## config.mk

```make
export PLATFORM = sky130hd
export DESIGN_NAME = dto_timer
export DESIGN_NICKNAME = d
export VERILOG_FILES = /design/src/rtl/dto_pkg.sv /design/src/rtl/dto_prescale.sv /design/src/rtl/dto_wrap_cnt.sv /design/src/rtl/dto_timer.sv
export SDC_FILE = /design/constraint.sdc
export NUM_CORES = 1
export LEC_CHECK = 0
export ABC_AREA = 1
export CAP_MARGIN = 20
export CELL_PAD_IN_SITES_DETAIL_PLACEMENT = 1
export CELL_PAD_IN_SITES_GLOBAL_PLACEMENT = 1
export CORE_UTILIZATION = 47
export CTS_CLUSTER_DIAMETER = 60
export DETAILED_ROUTE_END_ITERATION = 16
export GPL_ROUTABILITY_DRIVEN = 0
export GPL_TIMING_DRIVEN = 0
export PLACE_DENSITY = 0.84
export SYNTH_ARGS = -nofsm -noshare
export SYNTH_HDL_FRONTEND = slang
export SYNTH_SLANG_ARGS = --single-unit
```

## constraint.sdc

```tcl
create_clock -name clk_i -period 5.3 [get_ports clk_i]
set_input_delay 1.06 -clock clk_i [delete_from_list [all_inputs] [get_ports clk_i]]
set_output_delay 1.06 -clock clk_i [all_outputs]
set_load 0.05 [all_outputs]
```

## src/rtl/dto_pkg.sv

```systemverilog
package dto_pkg;
  localparam int unsigned CYC_W = 4;
  localparam int unsigned CODE_W = 3;
  localparam int unsigned PRE_W = 20;

  // last prescaler value (factor - 1) for a multiplier code
  function automatic logic [PRE_W-1:0] pre_last(input logic [CODE_W-1:0] code);
    int unsigned sh;
    case (code)
      3'd0: sh = 0;
      3'd1: sh = 4;
      3'd2: sh = 7;
      3'd3: sh = 8;
      3'd4: sh = 10;
      3'd5: sh = 12;
      3'd6: sh = 16;
      default: sh = 20;
    endcase
    pre_last = PRE_W'((64'd1 << sh) - 64'd1);
  endfunction
endpackage

```

## src/rtl/dto_prescale.sv

```systemverilog
module dto_prescale
  import dto_pkg::*;
(
  input  logic              clk_i,
  input  logic              rst_ni,
  input  logic              adv_i,
  input  logic              zero_i,
  input  logic [CODE_W-1:0] code_i,
  output logic              wrap_o
);
  logic [PRE_W-1:0] pre_q;
  logic [PRE_W-1:0] last;

  assign last   = pre_last(code_i);
  assign wrap_o = adv_i && (pre_q >= last);

  always_ff @(posedge clk_i or negedge rst_ni) begin
    if (!rst_ni)       pre_q <= '0;
    else if (zero_i)   pre_q <= '0;
    else if (wrap_o)   pre_q <= '0;
    else if (adv_i)    pre_q <= pre_q + 1'b1;
  end

  assert_pre_hold_R4: assert property (@(posedge clk_i) disable iff (!rst_ni)
    (!adv_i && !zero_i) |=> $stable(pre_q));
  assert_pre_zero_R5: assert property (@(posedge clk_i) disable iff (!rst_ni)
    zero_i |=> (pre_q == '0));
endmodule

```

## src/rtl/dto_wrap_cnt.sv

```systemverilog
module dto_wrap_cnt
  import dto_pkg::*;
(
  input  logic             clk_i,
  input  logic             rst_ni,
  input  logic             wrap_i,
  input  logic             zero_i,
  input  logic [CYC_W-1:0] cyc_i,
  output logic             hit_o
);
  logic [CYC_W-1:0] cnt_q;
  logic [CYC_W:0]   next_cnt;

  assign next_cnt = {1'b0, cnt_q} + 1'b1;
  assign hit_o    = wrap_i && (next_cnt >= {1'b0, cyc_i});

  always_ff @(posedge clk_i or negedge rst_ni) begin
    if (!rst_ni)      cnt_q <= '0;
    else if (zero_i)  cnt_q <= '0;
    else if (wrap_i)  cnt_q <= next_cnt[CYC_W-1:0];
  end

  assert_cnt_hold_R4: assert property (@(posedge clk_i) disable iff (!rst_ni)
    (!wrap_i && !zero_i) |=> $stable(cnt_q));
  assert_cnt_zero_R5: assert property (@(posedge clk_i) disable iff (!rst_ni)
    zero_i |=> (cnt_q == '0));
endmodule

```

## src/rtl/dto_timer.sv

```systemverilog
module dto_timer
  import dto_pkg::*;
(
  input  logic              clk_i,
  input  logic              rst_ni,
  input  logic              tick_i,
  input  logic              arm_i,
  input  logic              restart_i,
  input  logic              clear_i,
  input  logic [CYC_W-1:0]  cyc_i,
  input  logic [CODE_W-1:0] mul_i,
  output logic              timeout_o,
  output logic              expire_o
);
  logic timeout_q, expire_q;
  logic zero, adv, wrap, hit, expire_d;

  assign zero = restart_i || clear_i;
  // frozen while flagged; restart/clear win over a tick
  assign adv  = arm_i && tick_i && !timeout_q && !zero;

  dto_prescale u_pre (
    .clk_i (clk_i), .rst_ni(rst_ni), .adv_i(adv), .zero_i(zero),
    .code_i(mul_i), .wrap_o(wrap)
  );

  dto_wrap_cnt u_cnt (
    .clk_i (clk_i), .rst_ni(rst_ni), .wrap_i(wrap), .zero_i(zero),
    .cyc_i (cyc_i), .hit_o(hit)
  );

  assign expire_d = adv && ((cyc_i == '0) || hit);

  always_ff @(posedge clk_i or negedge rst_ni) begin
    if (!rst_ni) begin
      timeout_q <= 1'b0;
      expire_q  <= 1'b0;
    end else begin
      expire_q <= expire_d && !clear_i;
      if (clear_i)       timeout_q <= 1'b0;
      else if (expire_d) timeout_q <= 1'b1;
    end
  end

  assign timeout_o = timeout_q;
  assign expire_o  = expire_q;

  assert_sticky_R6: assert property (@(posedge clk_i) disable iff (!rst_ni)
    (timeout_o && !clear_i) |=> timeout_o);
  assert_clear_R7: assert property (@(posedge clk_i) disable iff (!rst_ni)
    clear_i |=> !timeout_o);
  assert_expire_rise_R8: assert property (@(posedge clk_i) disable iff (!rst_ni)
    expire_o |-> (timeout_o && !$past(timeout_o)));
  assert_expire_single_R8: assert property (@(posedge clk_i) disable iff (!rst_ni)
    expire_o |=> !expire_o);
  assert_no_count_idle_R4: assert property (@(posedge clk_i) disable iff (!rst_ni)
    (!timeout_o && !(arm_i && tick_i) && !clear_i) |=> !expire_o);
endmodule

```

### Word-level counts from Yosys, hierarchy flattened

Cells that the tools add are included.

| storage, ports and cells | value |
|---|---|
| register bits | 26 |
| input port bits | 13 |
| output and inout port bits | 2 |
| word-level logic and storage cells | 41 |

| cells by class | value |
|---|---|
| $add $sub $neg | 3 |
| $lt $le $gt $ge | 2 |
| eq/ne operators | 6 |
| shift-type cells | 1 |
| mux-type cells | 8 |
| reductions and logical operators | 17 |

Operators with widths:

| cell | number |
|---|---|
| 2-to-1 mux 20 bit | 3 |
| one-hot mux 5 bit (7 select lines) | 1 |
| adder 20 x 1 -> 20 bit, second input constant | 1 |
| greater-or-equal comparator 20 bit | 1 |
| left shift 1 x 5 -> 20 bit, first input constant | 1 |
| subtractor 20 x 1 -> 20 bit, second input constant | 1 |
| equality test 3 bit, second input constant | 3 |
| 2-to-1 mux 4 bit | 2 |
| logical AND 1 bit | 7 |
| equality test 3 x 2 -> 1 bit, second input constant | 2 |
| adder 4 x 1 -> 5 bit, second input constant | 1 |
| greater-or-equal comparator 5 x 4 -> 1 bit | 1 |
| zero test 4 bit | 1 |
| nonzero test 2 bit | 2 |
| equality test 3 x 1 -> 1 bit, second input constant | 1 |
| zero test 1 bit | 3 |
| zero test 3 bit | 1 |
| nonzero test 3 bit | 1 |
| logical OR 1 bit | 2 |
| 2-to-1 mux 1 bit | 2 |

### Logic depth before layout (Yosys ltp)

Gate-level depths: netlist of run 1.

| logic depth | value |
|---|---|
| depth in word-level cells | 11 |
| mapped depth | 21 |
| mapped depth without buffers | 20 |

### By module

A second synthesis of run 1 with hierarchy kept.

| unflattened totals | value |
|---|---|
| cell total of the unflattened synthesis | 376 |
| area, all modules | 2453.6 µm² |

Modules (own cells, without submodules):

| module | instances | cells an instance | area each (µm²) | seq. area each (µm²) |
|---|---|---|---|---|
| dto_prescale | 1 | 316 | 1995.7 | 500.5 |
| dto_wrap_cnt | 1 | 43 | 325.3 | 100.1 |
| dto_timer | 1 | 17 | 132.6 | 50.0 |

### Worst setup path after synthesis of run 1

OpenSTA, ideal clock, no wires.

| path | value |
|---|---|
| kind | input port to flip-flop |
| start point | in mul_i[2] |
| end point | reg u_pre.pre_q[8] |
| setup time | 0.122 ns |
| arrival | 3.247 ns |
| data required time | 5.178 ns |
| setup slack | 1.930 ns |
| stages on the path | 20 |
| buffers on the path | 2 |
| path through | clkbuf_1 nor2_1 inv_1 ha_1 inv_1 a21oi_1 nand2_1 o21ai_0 inv_1 ha_1 nand2_1 nor2_1 nand2_1 nor2_4 nand2_2 nand4_4 nand2_4 nand2_4 buf_12 nor2_2 |

| between the ends | value |
|---|---|
| longest elaborated chain between the ends | 8 |
| elaborated cells on any way between the ends | 15 |
| those cells by class | add/sub: 1; order compare: 1; eq/ne: 6; shift: 1; mux: 3; reduce/logical: 3 |

RTL lines:

| item | line | source |
|---|---|---|
| start, declared | dto_timer.sv:11 | `input logic [CODE_W-1:0] mul_i,` |
| equality test 3 bit, or another cell as far along | dto_pkg.sv:9 | `case (code)` |
| one-hot mux 5 bit (7 select lines) (*) | dto_pkg.sv:9 |  |
| left shift 1 x 5 -> 20 bit (*) | dto_pkg.sv:19 | `pre_last = PRE_W'((64'd1 << sh) - 64'd1);` |
| subtractor 20 x 1 -> 20 bit (*) | dto_pkg.sv:19 |  |
| greater-or-equal comparator 20 bit (*) | dto_prescale.sv:15 | `assign wrap_o = adv_i && (pre_q >= last);` |
| logical AND 1 bit (*) | dto_prescale.sv:15 |  |
| 2-to-1 mux 20 bit | dto_prescale.sv:20 | `else if (wrap_o) pre_q <= '0;` |
| 2-to-1 mux 20 bit | dto_prescale.sv:19 | `else if (zero_i) pre_q <= '0;` |
| end signal, assigned | dto_prescale.sv:21 | `else if (adv_i) pre_q <= pre_q + 1'b1;` |
| end, declared | dto_prescale.sv:11 | `logic [PRE_W-1:0] pre_q;` |

Mark *: on every way between the ends. The rest lies on a longest branch, timed or not.
A chain may end at the register's enable or synchronous reset.

### Worst setup path after layout of run 1

| path | value |
|---|---|
| start point | in mul_i[1] |
| end point | reg u_pre.pre_q[8] |

The elaborated chain is that of the path after synthesis.

==> flow_summary.json, run 1 <==
{
  "status": "finished, final reports clean",
  "cap_violations": 0,
  "synth_area_leaders": "dfrtp_1 29%, ha_1 15%, nand2_1 15%, inv_1 6.4%, nor2_1 5.9%",
  "post_cts_buffers": 0,
  "hpwlAfterDp_um": 4900,
  "netlist_area_mm2": 0.00224,
  "p_per_area_mw_per_mm2": 167,
  "worst_pin_slew_ns": 0.808,
  "worstReg2RegStart": "u_pre.pre_q[11]$_DFFE_PN0P_",
  "ir_worst_vdd_uv": 137,
  "first_pass_iters": 4,
  "cts.path.max_buffers": 2,
  "hold_depth": 2,
  "drive_gt1_frac": 0.0942,
  "clk_pin_slew_ns": 0.09,
  "synth_compound_gate_area_share": 0.0558,
  "globalRouteOverflowTotal": 0,
  "critPathCaptureType": "flip-flop",
  "fin_util": 0.561,
  "ant_nets": 0,
  "yosysWarnings": 0,
  "synthDistinctLibCells": 30,
  "synth_top_area_frac": 0.290,
  "final_nets": 370,
  "synth_area_per_cell_um2": 7.21,
  "setup_viol": 0,
  "startpoint_type": "input port",
  "grt_usage": 0.260,
  "rr_worst_depth": 11,
  "ctsHoldBuffers": 0,
  "grt_max_degree": 15,
  "viasPerCell": 5.35,
  "finalClockSkew_ns": 0.00207,
  "rsz0062_at_grt": "no",
  "postPlaceCellArea_mm2": 0.00245,
  "clock-sinks": 26,
  "power.share.clock": 0.313,
  "power.switching_mw": 0.120,
  "wl_per_cell_um": 15.3,
  "slew_violations": 0,
  "hold_viol_final": 0,
  "yosysTopAreaCell": "dfrtp_1",
  "num_io_pins": 15,
  "period_minus_slack_ns": 4.08,
  "holdPathEnd": "u_cnt.cnt_q[1]$_DFFE_PN0P_",
  "slew-limit-headroom": 0.458,
  "clock.fmax_mhz": 245,
  "r2r-end": "u_pre.pre_q[8]$_DFFE_PN0P_",
  "arrival_ns": 4.25,
  "critPathKind": "input port to flip-flop",
  "fin_tns_setup_ns": 0,
  "hold_start": "u_cnt.cnt_q[1]$_DFFE_PN0P_",
  "hold_path.class": "flip-flop to flip-flop",
  "netlist_instances": 311,
  "insertion_delay_ns": 0.28,
  "postRouteWirelength_um": 5840,
  "row_count": 24,
  "area_growth_pct": 11.8,
  "pwr-share-seq": 0.487,
  "ys_ff_latch": 26,
  "static-leakage-power_nw": 1.26,
  "die_h_um": 71.1,
  "die_area_mm2": 0.00505,
  "reg2reg_setup_slack_ns": 3.06,
  "port_buffers": 13,
  "nFillCells": 584,
  "core_region_area_mm2": 0.00447,
  "die_width_um": 71.1,
  "cts-buffers-inserted": 3,
  "drc": 0,
  "start_util": 0.501,
  "grt_pass1_wl_um": 10100,
  "ctsResizeCount": 0,
  "synth_top_family_by_area": "simple AND/OR/NAND/NOR gates",
  "cp.required_ns": 5.47,
  "htree_levels": 1,
  "synth-adder-area-share": 0.151,
  "drt-initial-drc-count": 87,
  "vias": 2040,
  "final_area_mm2": 0.00251,
  "cts_tree": "built",
  "yosysSeqAreaShare": 0.290,
  "crit_fanout": 10,
  "synth_fp_nets": 351,
  "p_int_mw": 0.300,
  "fin_crit_sh": 0.770,
  "grt_pass1_vias": 2196,
  "synth_xor_area_frac": 0.0547,
  "p_comb_frac": 0.199,
  "antenna_found_initial": 0,
  "p_sw_frac": 0.285,
  "synthMuxAreaShare": 0,
  "cts_root_buffer": "clkbuf_8",
  "diodes": 0,
  "synthSimpleGateAreaFrac": 0.370
}
==> placed cells by master (no fill, tap or decap), types with 2 or more instances in the layout <==
master           Yosys  layout
nand2_4              2       2
ha_1                27      27
clkbuf_8             0       4
nor3_1               2       2
nor2_2              12      12
dfrtp_1             26      26
nor2_1              35      35
inv_1               38      38
nand2_2              3       3
a21o_1               2       2
nand2_1             88      88
o21ai_0              8       8
nand4_1              5       5
xnor2_1              6       6
nor2_4               3       3
a21oi_1              8       8
nand3_1             25      25
clkdlybuf4s50_1      0      13
xor2_1               8       8
==> flip-flops by register name, indices dropped and copies added (netlist names) <==
register / flops
timeout_o: 1
expire_o: 1
u_pre.pre_q: 20
u_cnt.cnt_q: 4
==> per-layer routing <==
layer | vias to the layer above | track usage | part of all wire
li1 | 1031 | - | -
met1 | 984 | 0.310 | 0.45
met2 | 17 | 0.486 | 0.51
met3 | 8 | 0.0356 | 0.018
met4 | 0 | 0.0733 | 0.015
met5 | - | 0 | 0
==> cell type report <==
type	instances	area (um^2)	share of cell area
plain buffers	3	31.3	0.0125
clock buffers	4	55.1	0.0219
inverters	38	143	0.0569
well taps	52	65.1	0.0259
repair buffers	14	145	0.0579
flip-flops and latches	26	651	0.259
multi-input cells	244	1420	0.566
==> synth_stat cells (all sizes together) <==
cell / n
conb: 1
a21oi: 9
nand3b: 1
clkbuf: 1
nand2: 93
a31oi: 1
o21bai: 1
xor2: 8
nand4: 6
a21o: 2
dfrtp: 26
o21a: 1
nor2: 50
ha: 27
inv: 38
nor3: 3
nand3: 25
xnor2: 6
buf: 2
nor4: 1
o21ai: 8
or2: 1
==> critical path, stage by stage <==
cell	delay (ns)
clkdlybuf4s50_1	0.54
nor2_1	0.08
inv_1	0.09
nor2_1	0.08
inv_1	0.10
ha_1	0.19
inv_1	0.10
a21oi_1	0.20
nand2_1	0.07
o21ai_0	0.07
inv_1	0.07
ha_1	0.27
nand2_1	0.06
nor2_1	0.27
nand2_1	0.15
nor2_4	0.12
nand2_2	0.07
nand4_4	0.15
nand2_4	0.11
nand2_4	0.17
buf_12	0.16
nor2_2	0.04
==> logic make-up after synthesis <==
kind of cell             Yosys count
AO/OA/AOI/OAI                     22
flip-flops                        26
XOR/XNOR                          14
adder cells (fa/ha/maj)           27
buffers and inverters             41
other                              1
AND/OR/NAND/NOR                  180
==> per-stage QoR <==
step | instances | hold WS, ns | power (mW) | setup WS, ns
CTS | 381 | 0.560 | 0.425 | 1.20
finish | 381 | 0.554 | 0.420 | 1.22
global route | 381 | 0.591 | 0.444 | 0.856
floorplan | 311 | 0.495 | 0.260 | 1.93
detailed placement | 377 | 0.540 | 0.294 | 0.899
global placement | 376 | 0.514 | 0.285 | 0.988
==> power by group through the flow <==
stage / Combinational [mW] / Clock (mW) / Sequential [mW]
after detailed placement: 0.0850 / 0 / 0.209
after global placement: 0.0771 / 0 / 0.208
after CTS: 0.0855 / 0.134 / 0.205
after global routing: 0.0962 / 0.142 / 0.206
final: 0.0837 / 0.132 / 0.205
after floorplan: 0.0519 / 0 / 0.208
==> worst max-delay path by stage <==
stage	slack, ns	to	depth (start not counted)	startpoint
floorplan	1.93	u_pre.pre_q[8]$_DFFE_PN0P_	20	mul_i[2]
global placement	0.99	u_pre.pre_q[5]$_DFFE_PN0P_	22	mul_i[1]
detailed placement	0.90	u_pre.pre_q[8]$_DFFE_PN0P_	22	mul_i[1]
CTS	1.20	u_pre.pre_q[8]$_DFFE_PN0P_	22	mul_i[1]
global route	0.86	u_pre.pre_q[6]$_DFFE_PN0P_	22	mul_i[1]
finish	1.22	u_pre.pre_q[8]$_DFFE_PN0P_	22	mul_i[1]
(Power assumes the default switching activity.)
==> run 2: changes to the inputs <==
CORE_UTILIZATION = 39   (was 47)
PLACE_DENSITY = 0.74   (was 0.84)
clock period = 3.36 ns   (was 5.3 ns; I/O delays follow)
==> run 2 against run 1 <==
Against the previous run: first-iteration DRC count fell by 54%; cell count up 6.6%; utilization shrank 8.4 points; via count down 1.6%; power up 62%; clock power rose by 64%; clock skew about the same; sequential share of layout area is 1.3 points lower; sequential power is 58% higher; combinational power grew 67%; register-to-register slack got worse by 1.8 ns; flip-flop and latch count did not move.
==> flow_summary.json, run 2 (synthesis results as in run 1) <==
{
  "die_area_mm2": 0.00606,
  "final_cell_mix": "88 x nand2_1, 35 x inv_1, 32 x nor2_1",
  "die_width_um": 77.8,
  "startpoint_type": "input port",
  "stdcell_count": 406,
  "critPathKind": "input port to flip-flop",
  "hold_path.class": "flip-flop to flip-flop",
  "multiInputGateArea_mm2": 0.00146,
  "p_per_area_mw_per_mm2": 257,
  "period_minus_slack_ns": 3.17,
  "drive_gt1_frac": 0.132,
  "status": "finished, final reports clean",
  "arrival_ns": 3.39,
  "postPlaceCellArea_mm2": 0.00249,
  "area_growth_pct": 17.7,
  "num_io_pins": 15,
  "grt_max_degree": 15,
  "core_region_area_mm2": 0.00554,
  "postLayoutSetupSlackWorst_ns": 0.192,
  "critPathCaptureType": "flip-flop",
  "crit_fanout": 6,
  "cts-buffers-inserted": 3,
  "die_h_um": 77.8,
  "setup_viol": 0,
  "grt_pass1_wl_um": 9630,
  "drc": 0,
  "antenna_found_initial": 0,
  "top_regs": "u_pre.pre_q x20, u_cnt.cnt_q x4",
  "grt_pass1_vias": 2062,
  "cts_tree": "built",
  "vias": 2007,
  "clock-sinks": 26,
  "worst_pin_slew_ns": 0.815,
  "cts.path.max_buffers": 2,
  "static-leakage-power_nw": 1.30,
  "wl_per_cell_um": 13.7,
  "viasPerCell": 4.94,
  "row_count": 27,
  "hpwlAfterDp_um": 4460,
  "postRouteWirelength_um": 5550,
  "start_util": 0.405,
  "htree_levels": 1,
  "fin_tns_setup_ns": 0,
  "grt_usage": 0.201,
  "port_buffers": 13,
  "final_nets": 375,
  "finalClockSkew_ns": 0.00236,
  "hold_viol_final": 0,
  "clk_pin_slew_ns": 0.10,
  "dpl_worst_slack_ns": -0.474,
  "slew-limit-headroom": 0.454,
  "clock.fmax_mhz": 316,
  "nFillCells": 721,
  "seqCellArea_um2": 651,
  "slew_violations": 0,
  "diodes": 0,
  "insertion_delay_ns": 0.28,
  "first_pass_iters": 4,
  "cap_violations": 0,
  "cts_root_buffer": "clkbuf_8",
  "largest_register_ffs": 20,
  "drt-initial-drc-count": 40,
  "final_area_mm2": 0.00264,
  "ir_worst_vdd_uv": 130,
  "place_inst": 397,
  "ctsHoldBuffers": 0,
  "globalRouteOverflowTotal": 0,
  "layout_commonest_cell": "nand2_1",
  "top_register": "u_pre.pre_q",
  "fin_crit_sh": 0.943,
  "ant_nets": 0,
  "cp.required_ns": 3.58
}
## run 2: worst paths after layout
| path | from | end | slack (ns) | depth (start not counted) |
|---|---|---|---|---|
| setup / recovery | mul_i[0] | u_pre.pre_q[14]$_DFFE_PN0P_ | 0.19 | 21 |
| hold / removal | u_cnt.cnt_q[1]$_DFFE_PN0P_ | u_cnt.cnt_q[1]$_DFFE_PN0P_ | 0.56 | 2 |
| setup reg to reg | u_pre.pre_q[15]$_DFFE_PN0P_ | u_pre.pre_q[5]$_DFFE_PN0P_ | 1.27 | 11 |
| hold reg to reg | u_cnt.cnt_q[1]$_DFFE_PN0P_ | u_cnt.cnt_q[1]$_DFFE_PN0P_ | 0.56 | 2 |
| max in group asynchronous | rst_ni | u_cnt.cnt_q[0]$_DFFE_PN0P_ | 2.04 | 2 |
| min in group asynchronous | rst_ni | u_pre.pre_q[19]$_DFFE_PN0P_ | 0.81 | 1 |
## run 2: critical path: stages
cell	delay, ns
clkdlybuf4s50_1	0.42
nor2_1	0.17
inv_2	0.08
nor2_4	0.12
inv_2	0.07
ha_4	0.16
inv_2	0.08
a21oi_2	0.05
buf_4	0.13
a31oi_1	0.14
ha_1	0.25
nand2_1	0.07
nor2_2	0.05
nand2_1	0.06
nand2_1	0.06
nand2_1	0.10
nand4_4	0.18
nand2_4	0.16
nand2_8	0.08
clkbuf_16	0.18
nor2_2	0.07
## run 2: layout make-up
| class | count | share of cell area |
|---|---|---|
| Buffer | 3 | 0.0118 |
| Multi-Input combinational cell | 244 | 0.551 |
| Timing Repair Buffer | 19 | 0.0815 |
| Sequential cell | 26 | 0.246 |
| Inverter | 38 | 0.0540 |
| Clock buffer | 4 | 0.0208 |
| Tap cell | 72 | 0.0341 |
## run 2: what timing repair did
item,CTS,global route
setup endpoints to repair,16,22
gates resized for setup,5,9
pin swaps,1,4
buffers inserted,1,3
gates cloned,0,1
## run 2: power by group
| group | internal [mW] | total [mW] | switching [mW] |
|---|---|---|---|
| logic | 0.0573 | 0.140 | 0.0824 |
| registers | 0.319 | 0.323 | 0.00425 |
| clock network | 0.105 | 0.216 | 0.111 |
## run 2: routing by layer
layer  routed length (um)  vias up  track usage
met5                    0        -            0
met2                 2820        9        0.365
met4                   42        0       0.0453
met1                 2650      955        0.259
li1                     -     1039            -
met3                   38        4       0.0141
## run 2: stage by stage
stage	hold slack, ns	util	power, mW
final	0.555	0.477	0.679
after global routing	0.593	0.477	0.714
after CTS	0.556	0.464	0.677
after detailed placement	0.534	0.450	0.461
after global placement	0.521	0.445	0.453
after floorplan	0.376	-	0.411
